### src/rtl/sclk_pkg.sv
package sclk_pkg;

    typedef enum logic [1:0] {
        ST_IDLE  = 2'd0,
        ST_START = 2'd1,
        ST_DATA  = 2'd2,
        ST_TAIL  = 2'd3
    } sclk_state_e;

    typedef struct packed {
        logic sync;
        logic idle_high;
        logic late_phase;
        logic last_pulse;
    } sclk_cfg_t;

endpackage

### src/rtl/sclk_cfg_hold.sv
module sclk_cfg_hold
    import sclk_pkg::*;
(
    input  logic      clk,
    input  logic      rst_n,
    input  logic      tx_enable,
    input  sclk_cfg_t cfg_in,
    output sclk_cfg_t cfg_q
);

    // settings are copied only while the transmitter is off
    always_ff @(posedge clk or negedge rst_n) begin
        if (!rst_n) begin
            cfg_q <= '0;
        end else if (!tx_enable) begin
            cfg_q <= cfg_in;
        end
    end

    AST_CFG_FROZEN: assert property (@(posedge clk) disable iff (!rst_n)
        tx_enable |=> $stable(cfg_q));

endmodule

### src/rtl/sclk_bit_quarter.sv
module sclk_bit_quarter #(
    parameter int NUM_QTR = 4
) (
    input  logic clk,
    input  logic rst_n,
    input  logic bit_start,
    input  logic qtr_tick,
    input  logic late_phase,
    output logic win
);

    localparam int QW = (NUM_QTR > 1) ? $clog2(NUM_QTR) : 1;
    localparam logic [QW-1:0] Q_MAX   = QW'(NUM_QTR - 1);
    localparam logic [QW-1:0] EARLY_ON  = QW'(NUM_QTR / 4);
    localparam logic [QW-1:0] EARLY_OFF = QW'((3 * NUM_QTR) / 4);
    localparam logic [QW-1:0] LATE_ON   = QW'(NUM_QTR / 2);

    logic [QW-1:0] qcnt;

    always_ff @(posedge clk or negedge rst_n) begin
        if (!rst_n) begin
            qcnt <= '0;
        end else if (bit_start) begin
            qcnt <= '0;
        end else if (qtr_tick && (qcnt != Q_MAX)) begin
            qcnt <= qcnt + 1'b1;
        end
    end

    // pulse window inside a bit, chosen by capture phase
    always_comb begin
        if (late_phase) begin
            win = (qcnt >= LATE_ON);
        end else begin
            win = (qcnt >= EARLY_ON) && (qcnt < EARLY_OFF);
        end
    end

    AST_QTR_SATURATE: assert property (@(posedge clk) disable iff (!rst_n)
        (qcnt == Q_MAX && qtr_tick && !bit_start) |=> (qcnt == Q_MAX));

    AST_QTR_RESTART: assert property (@(posedge clk) disable iff (!rst_n)
        bit_start |=> !win);

endmodule

### src/rtl/sclk_frame_fsm.sv
module sclk_frame_fsm
    import sclk_pkg::*;
(
    input  logic        clk,
    input  logic        rst_n,
    input  logic        tx_enable,
    input  logic        sync_q,
    input  logic        frame_start,
    input  logic        frame_end,
    input  logic        bit_start,
    input  logic        bit_data,
    input  logic        bit_last,
    output sclk_state_e st,
    output logic        cur_last
);

    sclk_state_e st_nx;

    always_ff @(posedge clk or negedge rst_n) begin
        if (!rst_n) begin
            st       <= ST_IDLE;
            cur_last <= 1'b0;
        end else begin
            st <= st_nx;
            if (bit_start) begin
                cur_last <= bit_data && bit_last;
            end
        end
    end

    always_comb begin
        st_nx = st;
        if (!tx_enable) begin
            st_nx = ST_IDLE;                              // T_ABORT
        end else begin
            unique case (st)
                ST_IDLE: begin
                    if (frame_start && sync_q) st_nx = ST_START; // T_GO
                end
                ST_START: begin
                    if (frame_end) st_nx = ST_IDLE;      // T_DONE
                    else if (bit_start && bit_data) st_nx = ST_DATA; // T_FIRST
                end
                ST_DATA: begin
                    if (frame_end) st_nx = ST_IDLE;      // T_DONE
                    else if (bit_start && !bit_data) st_nx = ST_TAIL; // T_TAIL
                    else st_nx = ST_DATA;                // T_NEXT
                end
                ST_TAIL: begin
                    if (frame_end) st_nx = ST_IDLE;      // T_DONE
                end
                default: st_nx = ST_IDLE;
            endcase
        end
    end

    AST_ABORT_IDLE: assert property (@(posedge clk) disable iff (!rst_n)
        !tx_enable |=> (st == ST_IDLE));

    AST_NO_DATA_WITHOUT_SYNC: assert property (@(posedge clk) disable iff (!rst_n)
        (st == ST_IDLE && !sync_q) |=> (st == ST_IDLE));

endmodule

### src/rtl/sync_clk_gen.sv
module sync_clk_gen
    import sclk_pkg::*;
#(
    parameter int NUM_QTR = 4
) (
    input  logic clk,
    input  logic rst_n,
    input  logic tx_enable,
    input  logic cfg_sync,
    input  logic cfg_idle_high,
    input  logic cfg_late_phase,
    input  logic cfg_last_pulse,
    input  logic frame_start,
    input  logic frame_end,
    input  logic bit_start,
    input  logic bit_data,
    input  logic bit_last,
    input  logic qtr_tick,
    output logic sclk_out,
    output logic sclk_oe
);

    sclk_cfg_t   cfg_in;
    sclk_cfg_t   cfg_q;
    sclk_state_e st;
    logic        cur_last;
    logic        win;
    logic        emit;

    assign cfg_in = '{sync: cfg_sync, idle_high: cfg_idle_high,
                      late_phase: cfg_late_phase, last_pulse: cfg_last_pulse};

    sclk_cfg_hold u_cfg (
        .clk       (clk),
        .rst_n     (rst_n),
        .tx_enable (tx_enable),
        .cfg_in    (cfg_in),
        .cfg_q     (cfg_q)
    );

    sclk_frame_fsm u_fsm (
        .clk         (clk),
        .rst_n       (rst_n),
        .tx_enable   (tx_enable),
        .sync_q      (cfg_q.sync),
        .frame_start (frame_start),
        .frame_end   (frame_end),
        .bit_start   (bit_start),
        .bit_data    (bit_data),
        .bit_last    (bit_last),
        .st          (st),
        .cur_last    (cur_last)
    );

    sclk_bit_quarter #(.NUM_QTR(NUM_QTR)) u_qtr (
        .clk        (clk),
        .rst_n      (rst_n),
        .bit_start  (bit_start),
        .qtr_tick   (qtr_tick),
        .late_phase (cfg_q.late_phase),
        .win        (win)
    );

    // output decode
    always_comb begin
        emit     = cfg_q.sync && (st == ST_DATA) && (!cur_last || cfg_q.last_pulse);
        sclk_out = cfg_q.idle_high ^ (emit && win);
        sclk_oe  = cfg_q.sync;
    end

    AST_REST_OUTSIDE_DATA: assert property (@(posedge clk) disable iff (!rst_n)
        (st != ST_DATA) |-> (sclk_out == cfg_q.idle_high));

    AST_REST_WITHOUT_SYNC: assert property (@(posedge clk) disable iff (!rst_n)
        !sclk_oe |-> (sclk_out == cfg_q.idle_high));

    AST_LAST_QUIET: assert property (@(posedge clk) disable iff (!rst_n)
        (st == ST_DATA && cur_last && !cfg_q.last_pulse) |-> (sclk_out == cfg_q.idle_high));

endmodule

### config.mk
export PLATFORM = sky130hd
export DESIGN_NAME = sync_clk_gen
export DESIGN_NICKNAME = d
export VERILOG_FILES = /design/src/rtl/sclk_pkg.sv /design/src/rtl/sclk_cfg_hold.sv /design/src/rtl/sclk_bit_quarter.sv /design/src/rtl/sclk_frame_fsm.sv /design/src/rtl/sync_clk_gen.sv
export SDC_FILE = /design/constraint.sdc
export NUM_CORES = 1
export LEC_CHECK = 0
export ABC_AREA = 1
export ABC_CLOCK_PERIOD_IN_PS = 2200
export BUFFER_PORTS_ARGS = -buffer_cell sky130_fd_sc_hd__buf_2
export CAP_MARGIN = 10
export CORE_AREA = 2 2 39 41
export DETAILED_ROUTE_END_ITERATION = 8
export DIE_AREA = 0 0 41 43
export PLACE_DENSITY = 0.61
export REMOVE_ABC_BUFFERS = 1
export SLEW_MARGIN = 0
export SYNTH_ARGS = -nofsm -noshare
export SYNTH_HDL_FRONTEND = slang
export SYNTH_SLANG_ARGS = --single-unit
### constraint.sdc
create_clock -name clk -period 2.2 [get_ports clk]
set_input_delay 0.11 -clock clk [delete_from_list [all_inputs] [get_ports clk]]
set_output_delay 0.11 -clock clk [all_outputs]
set_load 0.02 [all_outputs]
# Word level (Yosys, flattened, before mapping)
# Index checks and enable logic that the tools add are counted.
# classes
addsub	1
n_mul	0
n_div	0
order_cmp	3
n_eq_ne	7
shifts	0
mux	11
bitwise_logic	1
n_reduce_logical	15
# ops
cell	n
$mux W2	8
$logic_and A1 B1 Y1	9
$pmux W2 S4	1
$eq A2 B2 Y1 const B	2
$ne A4 B3 Y1 const B	1
$ne A3 B2 Y1 const B	1
$ne A3 B3 Y1 const B	1
$reduce_and A3 Y1	1
$add A2 B1 Y2 const B	1
$eq A2 B1 Y1 const B	1
$ge A2 B1 Y1 const B	1
$ge A2 B2 Y1 const B	1
$logic_not A1 Y1	2
$logic_not A2 Y1	1
$lt A2 B2 Y1 const B	1
$mux W1	2
$ne A2 B2 Y1 const B	1
$reduce_bool A2 Y1	1
$logic_or A1 B1 Y1	1
$xor A1 B1 Y1	1
# word_totals
regBits	9
latch_bits	0
ramBits	0
mem_bits_ro	0
output_inout_bits	2
mem_count	0

# Depth between registers and ports, before layout
# depth
ltp_word	6
depth_mapped	7
mapped_depth_nobuf	7

# Cells and area by module
# A second synthesis with hierarchy kept.
# unflattened
hier_cells	79
area_unflattened_um2	539.3
# by_module_without_submodules
mod	n_inst	cells_per_inst	area_each_um2	seq_area_each_um2
sclk_frame_fsm	1	29	193.9	75.1
sclk_cfg_hold	1	17	148.9	100.1
sclk_bit_quarter	1	19	141.4	50.0
sync_clk_gen	1	14	55.1	0.0

# Worst setup path before layout
# Ideal clock, no wire load.
# synth_timing
path_type	reg-to-output
start	reg u_qtr.qcnt[0]
end	out sclk_out
t_arrival_ns	1.015
path_slack_ns	1.075
path_stages_with_launch	6
path_buffers	0
cell_sequence	dfrtp_1 > inv_1 > ha_1 > nand2_1 > nand4_1 > nand2_1
# synth_between
elab_chain_cells	5
elab_cells_between_ends	7
cone_classes	order compare (3); mux (1); bitwise (1); reduce/logical (2)
# synth_rtl
item	line_no	rtl
start, declared	sclk_bit_quarter.sv:18	logic [QW-1:0] qcnt;
start signal, assigned	sclk_bit_quarter.sv:26	qcnt <= qcnt + 1'b1;
$ge A2 B1 Y1 / $lt A2 B2 Y1 (equally long branches)	sclk_bit_quarter.sv:35	win = (qcnt >= EARLY_ON) && (qcnt < EARLY_OFF);
$logic_and A1 B1 Y1	sclk_bit_quarter.sv:35	
$mux W1 (*)	sclk_bit_quarter.sv:32	if (late_phase) begin
$logic_and A1 B1 Y1 (*)	sync_clk_gen.sv:67	sclk_out = cfg_q.idle_high ^ (emit && win);
$xor A1 B1 Y1 (*)	sync_clk_gen.sv:67	
end, declared	sync_clk_gen.sv:19	output logic sclk_out,
# Every way passes the cells marked *; elsewhere a longest branch is shown, timed or not.

# Final worst setup path
# Same ends and word-level chain as after synthesis.

==> flow_summary.toml <==
[outcome]
status = "complete, no violations"

[floorplan]
die-width_um = 41
fp.dieH_um = 43
fp.dieArea_um2 = 1760
core_area_um2 = 1380
rows = 14
ios = 15
start_util = 0.372

[timing]
setup_tns_ns = 0
final-hold-violation-count = 0
slew_violations = 0
skew_ns = 0.00717
setup_viol = 0
relSlewSlack = 0.848
finalCritPeriodShare = 0.699
hold_slack_ns = 0.0307
rsz0062_at_grt = "false"
tightest_slew_ns = 0.228
fin_crit_ns = 1.54
clock.fmax_mhz = 650

[setup_path]
reg2reg_to = "u_qtr.qcnt[0]"
critPathSlowestCell = "dfrtp_1"
r2r_cells = 4
critPathMaxStageDelay_ns = 0.37
path_max_fanout = 2
end_kind = "output port"
r2r_start = "u_qtr.qcnt[1]"
cp_data_arrival_time_ns = 1.43
crit_path_start = "u_qtr.qcnt[0]"
worstSetupPathType = "reg -> out"
crit_path_cell_trace = "inv_1, ha_1, nand2_1, nand4_1, nand2_1, buf_2"
cpMostUsedCell = "nand2_1"
critPathLaunchType = "flip-flop"
required_ns = 2.09
r2r_setup_slack_ns = 1.05

[clock_network]
clk_latency_ns = 0.27
post-cts-setup-buffers = 0
cts_buffers = 3
h-tree-depth = 1
numClockSinks = 9
clkTransAtPathRegs_ns = 0.07
cts_tree = "yes"
cts.path.max_buffers = 2
clockRootBuffer = "clkbuf_4"
cts-resized-gates = 0
ctsHoldBuffers = 1

[synthesis]
ys_top_cells_by_area = "dfrtp_1 44%, nand2_1 14%, nor2_1 7.3%"
synth-edff-count = 0
ys_seq_area_frac = 0.438
netlist_area_um2 = 514
yosys.area.top_type_share = 0.438
synthArstFlopShare = 1.00
netlist_instances = 70
yosys-top-cells-count = "19 x nand2_1, 10 x nor2_1, 9 x dfrtp_1, 9 x inv_1, 7 x nand3_1"
ys_types = 14
yosys_most_used_dff = "dfrtp_1"
syn_avg_cell_area_um2 = 7.35
post-synth-top-count-cell = "nand2_1"
yosysWarnings = 0
synth_seq_cells = 9
yosys.area.top_type = "dfrtp_1"

[global_routing]
grt_pass1_vias = 387
use_met3 = 0.0628
grt_antenna_before_repair = 0
grt_use_met2 = 0.200
grt.overflow.total = 0
grt_pass1_wl_um = 1560
top_usage_layer = "met2"
grt_max_degree = 10
grtUsageTotal = 0.141
global_route.usage.met1 = 0.158

[pwr]
p_seq_frac = 0.464
combPwrFrac = 0.250
p_sw_mw = 0.151
power.internal_mw = 0.298
power.leakage_nw = 0.357
vdd_ir_drop_max_uv = 300
clock_power_share = 0.286
switching_share = 0.336
powerDensity_nw_per_um2 = 700
p_total_mw = 0.449

[hold_path]
hp-class = "in -> reg"
hold_start = "cfg_last_pulse"
min_to = "u_cfg.cfg_q[0]"
hold_depth = 3

[placement]
io_buffers = 14
dp_hpwl_um = 768
gp_routability_congestion = 0.730
placed_cell_area_um2 = 604

[layout]
utilization = 0.464
final_net_count = 105
diodes = 0
finalInstanceArea_um2 = 642
area_growth_pct = 24.8
drive_above_1_share = 0.236

[routing]
wl_per_cell_um = 9.50
drc = 0
first_pass_iters = 4
via_count = 457
drt-initial-drc-count = 5
wl_um = 998
antenna_left = 0
viasPerCell = 4.35

[job]
maxCapViolCount = 0
## worst max-delay path by stage
stage / endpoint / slack, ns / cells past startpoint
after detailed placement: sclk_out / 0.94 / 6
after global routing: sclk_out / 0.51 / 8
after global placement: sclk_out / 0.98 / 7
after floorplan: sclk_out / 1.08 / 5
final: sclk_out / 0.66 / 6
after CTS: sclk_out / 0.64 / 6
## cell type report
| type | count | area [µm²] |
|---|---|---|
| multi-input cells | 50 | 248 |
| clock buffers | 3 | 22.5 |
| fillers | 145 | 742 |
| flip-flops and latches | 9 | 225 |
| inverters | 11 | 41.3 |
| well taps | 16 | 20.0 |
| repair buffers | 15 | 80.1 |
| clock inverters | 1 | 5.00 |
## layout by cell type (no fill, tap or decap)
cell           synthesis  routed
nand3b_1               1       1
ha_1                   2       2
nand2_1               19      19
a211oi_1               1       1
nor2_1                10      10
inv_1                  9       9
xor2_1                 1       1
dfrtp_1                9       9
buf_2                  0      14
o21ai_1                1       1
clkbuf_4               0       3
inv_2                  2       2
o21ai_0                4       4
nand4_1                3       3
nor2_4                 1       1
clkinv_2               0       1
dlygate4sd3_1          0       1
nand3_1                7       7
## critical path: cells and delay by family, from the launching register on
kind,cells,cell delay [ns]
flops,1,0.37
buf+inv,2,0.23
simple gates,3,0.26
fa+ha+maj,1,0.31
## kinds of logic (layout without fill, tap and decap cells)
| logic type | after synthesis | after routing | synth area share |
|---|---|---|---|
| and+or+nand+nor | 41 | 41 | 0.353 |
| AOI/OAI and AO/OA | 6 | 6 | 0.0633 |
| DFF | 9 | 9 | 0.438 |
| adders and majority gates | 2 | 2 | 0.0487 |
| xor gates and xnor gates | 1 | 1 | 0.0170 |
| buffers and inverters | 11 | 30 | 0.0803 |
## power groups by stage
| stage | clock, mW | combinational (mW) | sequential (mW) |
|---|---|---|---|
| after floorplan | 0 | 0.0764 | 0.209 |
| after global placement | 0 | 0.110 | 0.211 |
| after detailed placement | 0 | 0.111 | 0.211 |
| after CTS | 0.131 | 0.114 | 0.209 |
| after global routing | 0.146 | 0.133 | 0.213 |
| final | 0.129 | 0.112 | 0.208 |
## per-stage QoR
step	setup WS [ns]	instances
after floorplan	1.08	70
after global placement	0.979	100
after detailed placement	0.944	100
after CTS	0.639	105
after global routing	0.511	105
final	0.662	105
## metal layers
layer	part of all wire	wire length (µm)
met1	0.47	473
met2	0.44	444
met3	0.060	60
met4	0.019	19
met5	0	0
## flip-flops by register name (all words and copies together) (netlist names)
| signal | flops |
|---|---|
| u_qtr.qcnt | 2 |
| u_fsm.cur_last | 1 |
| u_fsm.st | 2 |
| u_cfg.cfg_q | 4 |
Note: power is estimated with default switching activity, not from simulation.
